`src/rtl/stateen_chk_pkg.sv`:
```
package stateen_chk_pkg;

    typedef enum logic [2:0] {
        PRIV_U  = 3'b000,
        PRIV_S  = 3'b001,
        PRIV_M  = 3'b011,
        PRIV_VU = 3'b100,
        PRIV_VS = 3'b101
    } priv_e;

    typedef enum logic [1:0] {
        KIND_STATE = 2'b00,
        KIND_SCSR  = 2'b01,
        KIND_HCSR  = 2'b10,
        KIND_RSVD  = 2'b11
    } kind_e;

    typedef enum logic [1:0] {
        VERD_ALLOW   = 2'd0,
        VERD_ILLEGAL = 2'd1,
        VERD_VIRTUAL = 2'd2
    } verdict_e;

    typedef struct packed {
        logic allow;
        logic illegal;
        logic virt;
    } result_t;

    // Bit of register 0 that governs floating point without f registers.
    localparam int unsigned FP_GATE_BIT = 1;

    function automatic result_t encode_verdict(input verdict_e v);
        result_t r;
        r.allow   = (v == VERD_ALLOW);
        r.virt    = (v == VERD_VIRTUAL);
        r.illegal = !(r.allow || r.virt);
        return r;
    endfunction

endpackage

```
`src/rtl/stateen_bit_pick.sv`:
```
module stateen_bit_pick #(
    parameter int unsigned NREGS = 4,
    parameter int unsigned XLEN  = 64,
    localparam int unsigned REG_W = $clog2(NREGS),
    localparam int unsigned BIT_W = $clog2(XLEN)
) (
    input  logic [NREGS*XLEN-1:0] bank_i,
    input  logic [REG_W-1:0]      reg_i,
    input  logic [BIT_W-1:0]      bit_i,
    output logic                  bit_o
);
    // Register r occupies bank bits [r*XLEN +: XLEN]; XLEN is a power of two.
    assign bit_o = bank_i[{reg_i, bit_i}];
endmodule

```
`src/rtl/stateen_index_filter.sv`:
```
module stateen_index_filter
    import stateen_chk_pkg::*;
#(
    parameter int unsigned NREGS = 4,
    parameter int unsigned XLEN  = 64,
    parameter logic [NREGS*XLEN-1:0] DEF_MASK = '0,
    localparam int unsigned REG_W = $clog2(NREGS),
    localparam int unsigned BIT_W = $clog2(XLEN)
) (
    input  logic [REG_W-1:0] reg_i,
    input  logic [BIT_W-1:0] bit_i,
    input  logic             misa_f_i,
    output logic             def_ok_o,
    output logic             user_ok_o
);
    logic fp_bit_hit;

    always_comb begin
        fp_bit_hit = (reg_i == '0) && (bit_i == BIT_W'(FP_GATE_BIT));
        def_ok_o   = DEF_MASK[{reg_i, bit_i}] && !(misa_f_i && fp_bit_hit);
        // The supervisor bank only carries the lower half of each register.
        user_ok_o  = def_ok_o && !bit_i[BIT_W-1];
    end
endmodule

```
`src/rtl/stateen_verdict.sv`:
```
module stateen_verdict
    import stateen_chk_pkg::*;
(
    input  logic [2:0] priv_i,
    input  logic [1:0] kind_i,
    input  logic       fp_instr_i,
    input  logic       misa_f_i,
    input  logic       m_bit_i,
    input  logic       h_bit_i,
    input  logic       s_bit_i,
    input  logic       m_gate_i,
    input  logic       h_gate_i,
    input  logic       def_ok_i,
    input  logic       user_ok_i,
    output verdict_e   verdict_o
);
    priv_e p;
    kind_e k;
    logic  is_guest, is_user, valid_priv;
    logic  m_ok, h_ok, s_ok;

    always_comb begin
        p          = priv_e'(priv_i);
        k          = fp_instr_i ? KIND_STATE : kind_e'(kind_i);
        valid_priv = (p == PRIV_U) || (p == PRIV_S) || (p == PRIV_M) ||
                     (p == PRIV_VU) || (p == PRIV_VS);
        is_guest   = (p == PRIV_VS) || (p == PRIV_VU);
        is_user    = (p == PRIV_U) || (p == PRIV_VU);
        m_ok       = m_bit_i && def_ok_i;
        h_ok       = h_bit_i && def_ok_i;
        s_ok       = s_bit_i && user_ok_i;
        verdict_o  = VERD_ILLEGAL;

        if (!valid_priv) begin
            verdict_o = VERD_ILLEGAL;
        end else if (p == PRIV_M) begin
            verdict_o = VERD_ALLOW;
        end else if (fp_instr_i && misa_f_i) begin
            verdict_o = VERD_ALLOW;
        end else begin
            unique case (k)
                KIND_STATE: begin
                    if (!m_ok)                  verdict_o = VERD_ILLEGAL;
                    else if (is_guest && !h_ok) verdict_o = VERD_VIRTUAL;
                    else if (is_user && !s_ok)  verdict_o = VERD_ILLEGAL;
                    else                        verdict_o = VERD_ALLOW;
                end
                KIND_SCSR: begin
                    if (p == PRIV_S)
                        verdict_o = m_gate_i ? VERD_ALLOW : VERD_ILLEGAL;
                    else if (p == PRIV_VS) begin
                        if (!m_gate_i)      verdict_o = VERD_ILLEGAL;
                        else if (!h_gate_i) verdict_o = VERD_VIRTUAL;
                        else                verdict_o = VERD_ALLOW;
                    end else
                        verdict_o = VERD_ILLEGAL;
                end
                KIND_HCSR: begin
                    if (p == PRIV_S)
                        verdict_o = m_gate_i ? VERD_ALLOW : VERD_ILLEGAL;
                    else if (is_guest)
                        verdict_o = VERD_VIRTUAL;
                    else
                        verdict_o = VERD_ILLEGAL;
                end
                default: verdict_o = VERD_ILLEGAL;
            endcase
        end
    end
endmodule

```
`src/rtl/stateen_access_check.sv`:
```
module stateen_access_check
    import stateen_chk_pkg::*;
#(
    parameter int unsigned NREGS = 4,
    parameter int unsigned XLEN  = 64,
    parameter logic [NREGS*XLEN-1:0] DEF_MASK =
        {64'h8000_0000_0000_0000, 64'h8000_0000_0000_0000,
         64'h8000_0000_0000_0000, 64'hFE00_0000_0000_0003},
    localparam int unsigned REG_W = $clog2(NREGS),
    localparam int unsigned BIT_W = $clog2(XLEN),
    localparam int unsigned SEL_W = REG_W + BIT_W,
    localparam int unsigned NPICK = 5
) (
    input  logic                  clk_i,
    input  logic                  rst_ni,
    input  logic [2:0]            priv_i,
    input  logic [1:0]            kind_i,
    input  logic                  fp_instr_i,
    input  logic                  misa_f_i,
    input  logic [SEL_W-1:0]      sel_i,
    input  logic [NREGS*XLEN-1:0] mstateen_i,
    input  logic [NREGS*XLEN-1:0] hstateen_i,
    input  logic [NREGS*XLEN-1:0] sstateen_i,
    output logic                  allow_o,
    output logic                  illegal_o,
    output logic                  virtual_o
);
    typedef struct packed {
        result_t res;
    } state_t;

    state_t   st_d, st_q;
    verdict_e verdict;

    logic [REG_W-1:0] eff_reg;
    logic [BIT_W-1:0] eff_bit;
    logic             def_ok, user_ok;

    // Floating point without f registers is governed by register 0 bit 1.
    assign eff_reg = fp_instr_i ? '0 : sel_i[SEL_W-1 -: REG_W];
    assign eff_bit = fp_instr_i ? BIT_W'(FP_GATE_BIT) : sel_i[BIT_W-1:0];

    // Picks 0..2: governed bit in m/h/s banks; picks 3..4: bit 63 of m/h.
    logic [NPICK-1:0][NREGS*XLEN-1:0] pick_bank;
    logic [NPICK-1:0][BIT_W-1:0]      pick_bit;
    logic [NPICK-1:0]                 picked;

    assign pick_bank = {hstateen_i, mstateen_i, sstateen_i, hstateen_i, mstateen_i};
    assign pick_bit  = {{BIT_W{1'b1}}, {BIT_W{1'b1}}, eff_bit, eff_bit, eff_bit};

    for (genvar g = 0; g < NPICK; g++) begin : g_pick
        stateen_bit_pick #(
            .NREGS (NREGS),
            .XLEN  (XLEN)
        ) u_pick (
            .bank_i (pick_bank[g]),
            .reg_i  (eff_reg),
            .bit_i  (pick_bit[g]),
            .bit_o  (picked[g])
        );
    end

    stateen_index_filter #(
        .NREGS    (NREGS),
        .XLEN     (XLEN),
        .DEF_MASK (DEF_MASK)
    ) u_filter (
        .reg_i     (eff_reg),
        .bit_i     (eff_bit),
        .misa_f_i  (misa_f_i),
        .def_ok_o  (def_ok),
        .user_ok_o (user_ok)
    );

    stateen_verdict u_verdict (
        .priv_i     (priv_i),
        .kind_i     (kind_i),
        .fp_instr_i (fp_instr_i),
        .misa_f_i   (misa_f_i),
        .m_bit_i    (picked[0]),
        .h_bit_i    (picked[1]),
        .s_bit_i    (picked[2]),
        .m_gate_i   (picked[3]),
        .h_gate_i   (picked[4]),
        .def_ok_i   (def_ok),
        .user_ok_i  (user_ok),
        .verdict_o  (verdict)
    );

    always_comb begin
        st_d     = st_q;
        st_d.res = encode_verdict(verdict);
    end

    always_ff @(posedge clk_i or negedge rst_ni) begin
        if (!rst_ni) begin
            st_q.res <= '{allow: 1'b0, illegal: 1'b1, virt: 1'b0};
        end else begin
            st_q <= st_d;
        end
    end

    assign allow_o   = st_q.res.allow;
    assign illegal_o = st_q.res.illegal;
    assign virtual_o = st_q.res.virt;

    // one verdict per cycle
    a_r1_one_hot: assert property (@(posedge clk_i) disable iff (!rst_ni)
        $onehot({allow_o, illegal_o, virtual_o}));

    // machine mode never denied
    a_r2_machine_allow: assert property (@(posedge clk_i) disable iff (!rst_ni)
        (priv_i == PRIV_M) |=> allow_o);

    // a clear machine-level bit denies as illegal below machine mode
    a_r3_machine_deny: assert property (@(posedge clk_i) disable iff (!rst_ni)
        (priv_i != PRIV_M && kind_i == KIND_STATE && !fp_instr_i && !mstateen_i[sel_i])
        |=> illegal_o);

    // a clear hypervisor-level bit never lets a guest through
    a_r5_guest_deny: assert property (@(posedge clk_i) disable iff (!rst_ni)
        ((priv_i == PRIV_VS || priv_i == PRIV_VU) && kind_i == KIND_STATE &&
         !fp_instr_i && !hstateen_i[sel_i]) |=> !allow_o);

    // supervisor enable register access needs machine bit 63
    a_r8_csr_gate: assert property (@(posedge clk_i) disable iff (!rst_ni)
        (kind_i == KIND_SCSR && !fp_instr_i && (priv_i == PRIV_S || priv_i == PRIV_VS) &&
         !mstateen_i[{sel_i[SEL_W-1 -: REG_W], {BIT_W{1'b1}}}]) |=> illegal_o);

    // unknown mode encodings are illegal
    a_r11_bad_priv: assert property (@(posedge clk_i) disable iff (!rst_ni)
        (priv_i == 3'b010 || priv_i == 3'b110 || priv_i == 3'b111) |=> illegal_o);

endmodule

```
`config.mk`:
```
export PLATFORM = sky130hd
export DESIGN_NAME = stateen_access_check
export DESIGN_NICKNAME = d
export VERILOG_FILES = /design/src/rtl/stateen_chk_pkg.sv /design/src/rtl/stateen_bit_pick.sv /design/src/rtl/stateen_index_filter.sv /design/src/rtl/stateen_verdict.sv /design/src/rtl/stateen_access_check.sv
export SDC_FILE = /design/constraint.sdc
export NUM_CORES = 1
export LEC_CHECK = 0
export CAP_MARGIN = 0
export CORE_AREA = 2 2 303 305
export DETAILED_ROUTE_END_ITERATION = 6
export DIE_AREA = 0 0 305 307
export MAX_ROUTING_LAYER = met4
export PLACE_DENSITY = 0.3
export SYNTH_ARGS = -nofsm -noshare
export SYNTH_HDL_FRONTEND = slang
export SYNTH_SLANG_ARGS = --single-unit
```
`constraint.sdc`:
```
create_clock -name clk_i -period 0.9 [get_ports clk_i]
set_clock_uncertainty 0.15 [all_clocks]
set_input_delay 0.18 -clock clk_i [delete_from_list [all_inputs] [get_ports clk_i]]
set_output_delay 0.18 -clock clk_i [all_outputs]
set_load 0.02 [all_outputs]
```
# After elaboration in Yosys (flattened, before gate mapping)
# Memories as Yosys holds them, arrays and structs flattened.
# Index checks and enable logic that the tools add are counted.
[totals]
n_memories = 1
elab_cells = 68
mem_bits_ro = 256
input_bits = 785
reg_bits = 3
[classes]
eq_ne = 8
n_reduce_logical = 26
n_lt_le_gt_ge = 2
n_mux = 28
[memory_table]
columns = ["name", "depth", "width", "rd", "rd_ports_with_merged_regs", "wr", "line_no", "text"]
rows = [
  ["(no name shown)", 256, 1, 1, 0, 0, "stateen_index_filter.sv:20", "def_ok_o = DEF_MASK[{reg_i, bit_i}] && !(misa_f_i && fp_bit_hit);"],
]
[op_table]
columns = ["operator", "n"]
rows = [
  ["two-way mux 2 bit", 13],
  ["binary-select mux 1 bit (select 8 bit)", 3],
  ["< comparator 8 x 9 -> 1 bit (second input constant)", 2],
  ["logical AND 1 bit", 10],
  ["two-way mux 1 bit", 8],
  ["logical OR 1 bit", 7],
  ["== test 3 bit (second input constant)", 2],
  ["== test 6 x 1 -> 1 bit (second input constant)", 1],
  ["zero test 2 bit", 3],
  ["two-way mux 6 bit", 1],
  ["one-hot mux 2 bit (3 select lines)", 1],
  ["zero test 1 bit", 5],
  ["binary-select mux 1 bit (select 2 bit)", 2],
  ["== test 2 bit (second input constant)", 2],
  ["== test 3 x 1 -> 1 bit (second input constant)", 1],
  ["== test 3 x 2 -> 1 bit (second input constant)", 1],
  ["zero test 3 bit", 1],
  ["== test 2 x 1 -> 1 bit (second input constant)", 1],
]

# Depth between registers and ports, before layout
[depth]
word_depth = 20
mapped_depth = 14
mapped_depth_nobuf = 9

# Cells and area by module
# A second synthesis with hierarchy kept.
[unflattened]
hier_cells = 1146
area_unflattened_um2 = 11453.5
[modules_own_cells]
columns = ["mod", "instances", "area_per_inst_um2", "seq_area_each_um2", "cells_each"]
rows = [
  ["stateen_bit_pick", 5, 2222.1, 0.0, 220],
  ["stateen_verdict", 1, 152.6, 0.0, 22],
  ["stateen_access_check", 1, 143.9, 76.3, 15],
  ["stateen_index_filter", 1, 46.3, 0.0, 9],
]

# Worst setup path after synthesis
# Ideal clock, no wire load.
[synth_timing]
path_kind = "input to register"
from = "input fp_instr_i"
to = "register st_q, in the netlist allow_o"
t_arrival_ns = 2.133
n_path_buf = 2
path_stages = 11
t_required_ns = 0.677
slack_ns = -1.456
cell_sequence = "buf_6 > or4_4 > buf_6 > a2bb2oi_1 > o221ai_1 > o21ai_1 > o31a_1 > a31oi_1 > nor4_1 > a311o_1 > nor2_1"
[synth_rtl]
columns = ["element", "line_no", "text"]
rows = [
  ["start: declaration", "stateen_access_check.sv:18", "input logic fp_instr_i,"],
  ["end signal: assignment", "stateen_access_check.sv:99", "st_q <= st_d;"],
  ["end: declaration", "stateen_access_check.sv:32", "state_t st_d, st_q;"],
]

==> impl_metrics.env <==
export IMPL_p_seq_frac=0.021
export IMPL_path_class="input port to flip-flop"
export IMPL_max_freq_mhz=369
export IMPL_synthArstFlopShare=1.00
export IMPL_cts_buffer_depth=2
export IMPL_cp_start_kind="input port"
export IMPL_die_area_mm2=0.0936
export IMPL_switching_share=0.381
export IMPL_die_h_um=307
export IMPL_hold_viol=0
export IMPL_ys_seq_elements=3
export IMPL_register_area_um2=76.3
export IMPL_mappedNetlistNets=1433
export IMPL_h_tree_depth=1
export IMPL_final_nets=2152
export IMPL_rsz0062_at_grt="true"
export IMPL_ys_warn_count=0
export IMPL_num_rows=111
export IMPL_synth_edf_count=0
export IMPL_dp_cells=2506
export IMPL_clkSlewWorstSetupHoldPaths_ps=30
export IMPL_crit_fanout=8
export IMPL_stdcell_count=2562
export IMPL_worstHoldPathType="input port to async pin"
export IMPL_routed_wl_mm=59.2
export IMPL_numCtsBuffers=3
export IMPL_antenna_left=0
export IMPL_p_clk_frac=0.092
export IMPL_pwr_share_comb=0.887
export IMPL_drt_pass1_iter_count=7
export IMPL_coreArea_mm2=0.0907
export IMPL_multi_input_area_mm2=0.00508
export IMPL_wl_per_cell_um=23.1
export IMPL_cts_num_sinks=3
export IMPL_hold_worst_slack_ps=32.3
export IMPL_portBuffers=483
export IMPL_critPathMaxStageDelay_ps=400
export IMPL_setup_viol=6
export IMPL_min_period_ps=2710
export IMPL_antenna_found_initial=19
export IMPL_track_usage=0.126
export IMPL_p_leak_nw=5.45
export IMPL_grt_pass1_wl_mm=78.8
export IMPL_status="finished, violations left"
export IMPL_maxSlewViolCount=0
export IMPL_grt_pass1_vias=9671
export IMPL_synth_ff_type="dfrtp_1"
export IMPL_relSlewSlack=0.641
export IMPL_ys_seq_area_frac=0.0153
export IMPL_vias_per_cell=3.36
export IMPL_synthCells=648
export IMPL_post_route_period_util=3.01
export IMPL_postLayoutCoreUtil=0.161
export IMPL_endpoint_kind="flip-flop"
export IMPL_p_int_mw=4.89
export IMPL_route_detailed_drc=0
export IMPL_cts_root_buf="clkbuf_16"
export IMPL_powerDensity_mw_per_mm2=542
export IMPL_drv_cap=0
export IMPL_cp_required_ps=900
export IMPL_synth_cell_type_count=70
export IMPL_p_total_mw=7.90
export IMPL_layout_drive_gt1_share=0.347
export IMPL_io_pin_count=788
export IMPL_dpl_hpwl_mm=52.1
export IMPL_die_w_um=305
export IMPL_p_sw_mw=3.01
export IMPL_netlist_area_mm2=0.00500
export IMPL_tightest_slew_ps=538
export IMPL_avgSynthCellArea_um2=7.72
export IMPL_peakVddDrop_mv=0.312
export IMPL_gp_congestion=0.769
export IMPL_areaGrowthSynthToFinish_pct=191
export IMPL_tns_ps=-5950
export IMPL_violations="setup timing"
export IMPL_path_cells="buf_6, buf_12, buf_4, nor2_4, buf_6, a22oi_1, o221ai_2, o21ai_1, buf_4, o211ai_1, a311o_1, o22ai_2, a311o_1, nor2_1"
export IMPL_drt_iter0_drc=312
export IMPL_vias=8608
export IMPL_grt_max_degree=21
export IMPL_gr_total_overflow=0
export IMPL_fillers=10300
export IMPL_critPathSlowestCell="a311o_1"
export IMPL_cts_tree="built"
export IMPL_arrival_ps=2710
export IMPL_start_util=0.0551
export IMPL_fin_ws_ps=-1810
export IMPL_cts_hold_buf=0
[cells in the mapped netlist (all sizes together), types with 12 or more instances]
master	number	area, um2
mux4	12	270
nand2	28	105
mux2	39	439
clkbuf	17	63.8
a221oi	22	205
a211oi	16	120
mux2i	106	1060
inv	13	48.8
buf	50	428
nand2b	14	87.6
o21ai	34	170
a22oi	13	97.6
nor2	39	149
o221ai	18	158
o22ai	33	206
a21oi	50	254
nor3	14	70.1
nor2b	15	93.8
[final cells by class]
class / count / share of cell area
timing repair buffer: 781 / 0.533
multi-input combinational: 564 / 0.349
tap: 1186 / 0.102
clock buffer: 4 / 0.00541
sequential: 3 / 0.00524
inverter: 14 / 0.00412
antenna: 10 / 0.00172
[through the flow]
| stage | setup slack (ps) | instance area [um2] |
|---|---|---|
| after floorplan | -1360 | 5050 |
| after global placement | -2770 | 13100 |
| after detailed placement | -2640 | 13100 |
| after CTS | -1860 | 14200 |
| after global routing | -1880 | 14600 |
| final | -1810 | 14600 |
[routing by layer]
metal  part of all wire  GRT usage
met2               0.49      0.218
met1               0.45      0.157
met3              0.049     0.0173
met5                  0          -
met4              0.013     0.0193
[placed cells by master, fill, tap and decap left out, drive strengths merged, types with 5 or more instances in the layout]
master,Yosys,layout
nor2b,15,15
mux2,39,39
a221o,7,7
nand3,7,7
buf,50,303
diode,0,10
nor3,14,14
a21oi,50,50
nor4,8,8
o221ai,18,18
a31oi,6,6
or3,5,5
a221oi,22,22
a222oi,6,6
inv,13,12
nand2,28,28
nand2b,14,14
o21ai,34,34
a211oi,16,16
mux4,12,12
o211ai,8,8
nor2,39,39
a22oi,13,13
dlygate4sd2,0,5
mux2i,106,106
clkdlybuf4s50,0,467
o22ai,33,33
[critical path, delay by kind of cell]
family	cells	cell delay, ps
and+or+nand+nor	2	260
AOI/OAI and AO/OA	7	1490
buffers and inverters	5	750
[registers in the layout, indices dropped and copies added, names as in the netlist]
register / cells
allow_o: 1
illegal_o: 1
virtual_o: 1
[power by group through the flow]
stage	clock [mW]	combinational, mW	sequential [mW]
after floorplan	0	1.87	0.173
after global placement	0	6.34	0.165
after detailed placement	0	6.35	0.165
after CTS	0.741	6.96	0.165
after global routing	0.754	7.46	0.165
final	0.728	7.01	0.164
[worst max-delay path by stage]
stage          depth (start not counted)       to        from  slack [ps]
6_report                              14  allow_o  fp_instr_i       -1810
5_1_grt                               12  allow_o    sel_i[1]       -1880
4_1_cts                               13  allow_o    sel_i[0]       -1860
3_5_place_dp                          14  allow_o    sel_i[1]       -2640
3_3_place_gp                          14  allow_o    sel_i[1]       -2770
2_1_floorplan                         10  allow_o    sel_i[0]       -1360
[kinds of logic (layout without fill, tap and decap cells)]
kind of cell	Yosys count	after routing	share of synthesized area
AOI/OAI and AO/OA	259	259	0.367
muxes	157	157	0.354
and+or+nand+nor	148	148	0.155
buffers and inverters	81	799	0.109
DFF	3	3	0.0153
other	0	10	0
[repair_timing]
action	CTS	global route
buffers inserted	32	9
gates cloned	5	0
pin swaps	43	28
resized for setup	132	51
endpoints found under the setup margin	6	6
(Power assumes the default switching activity.)
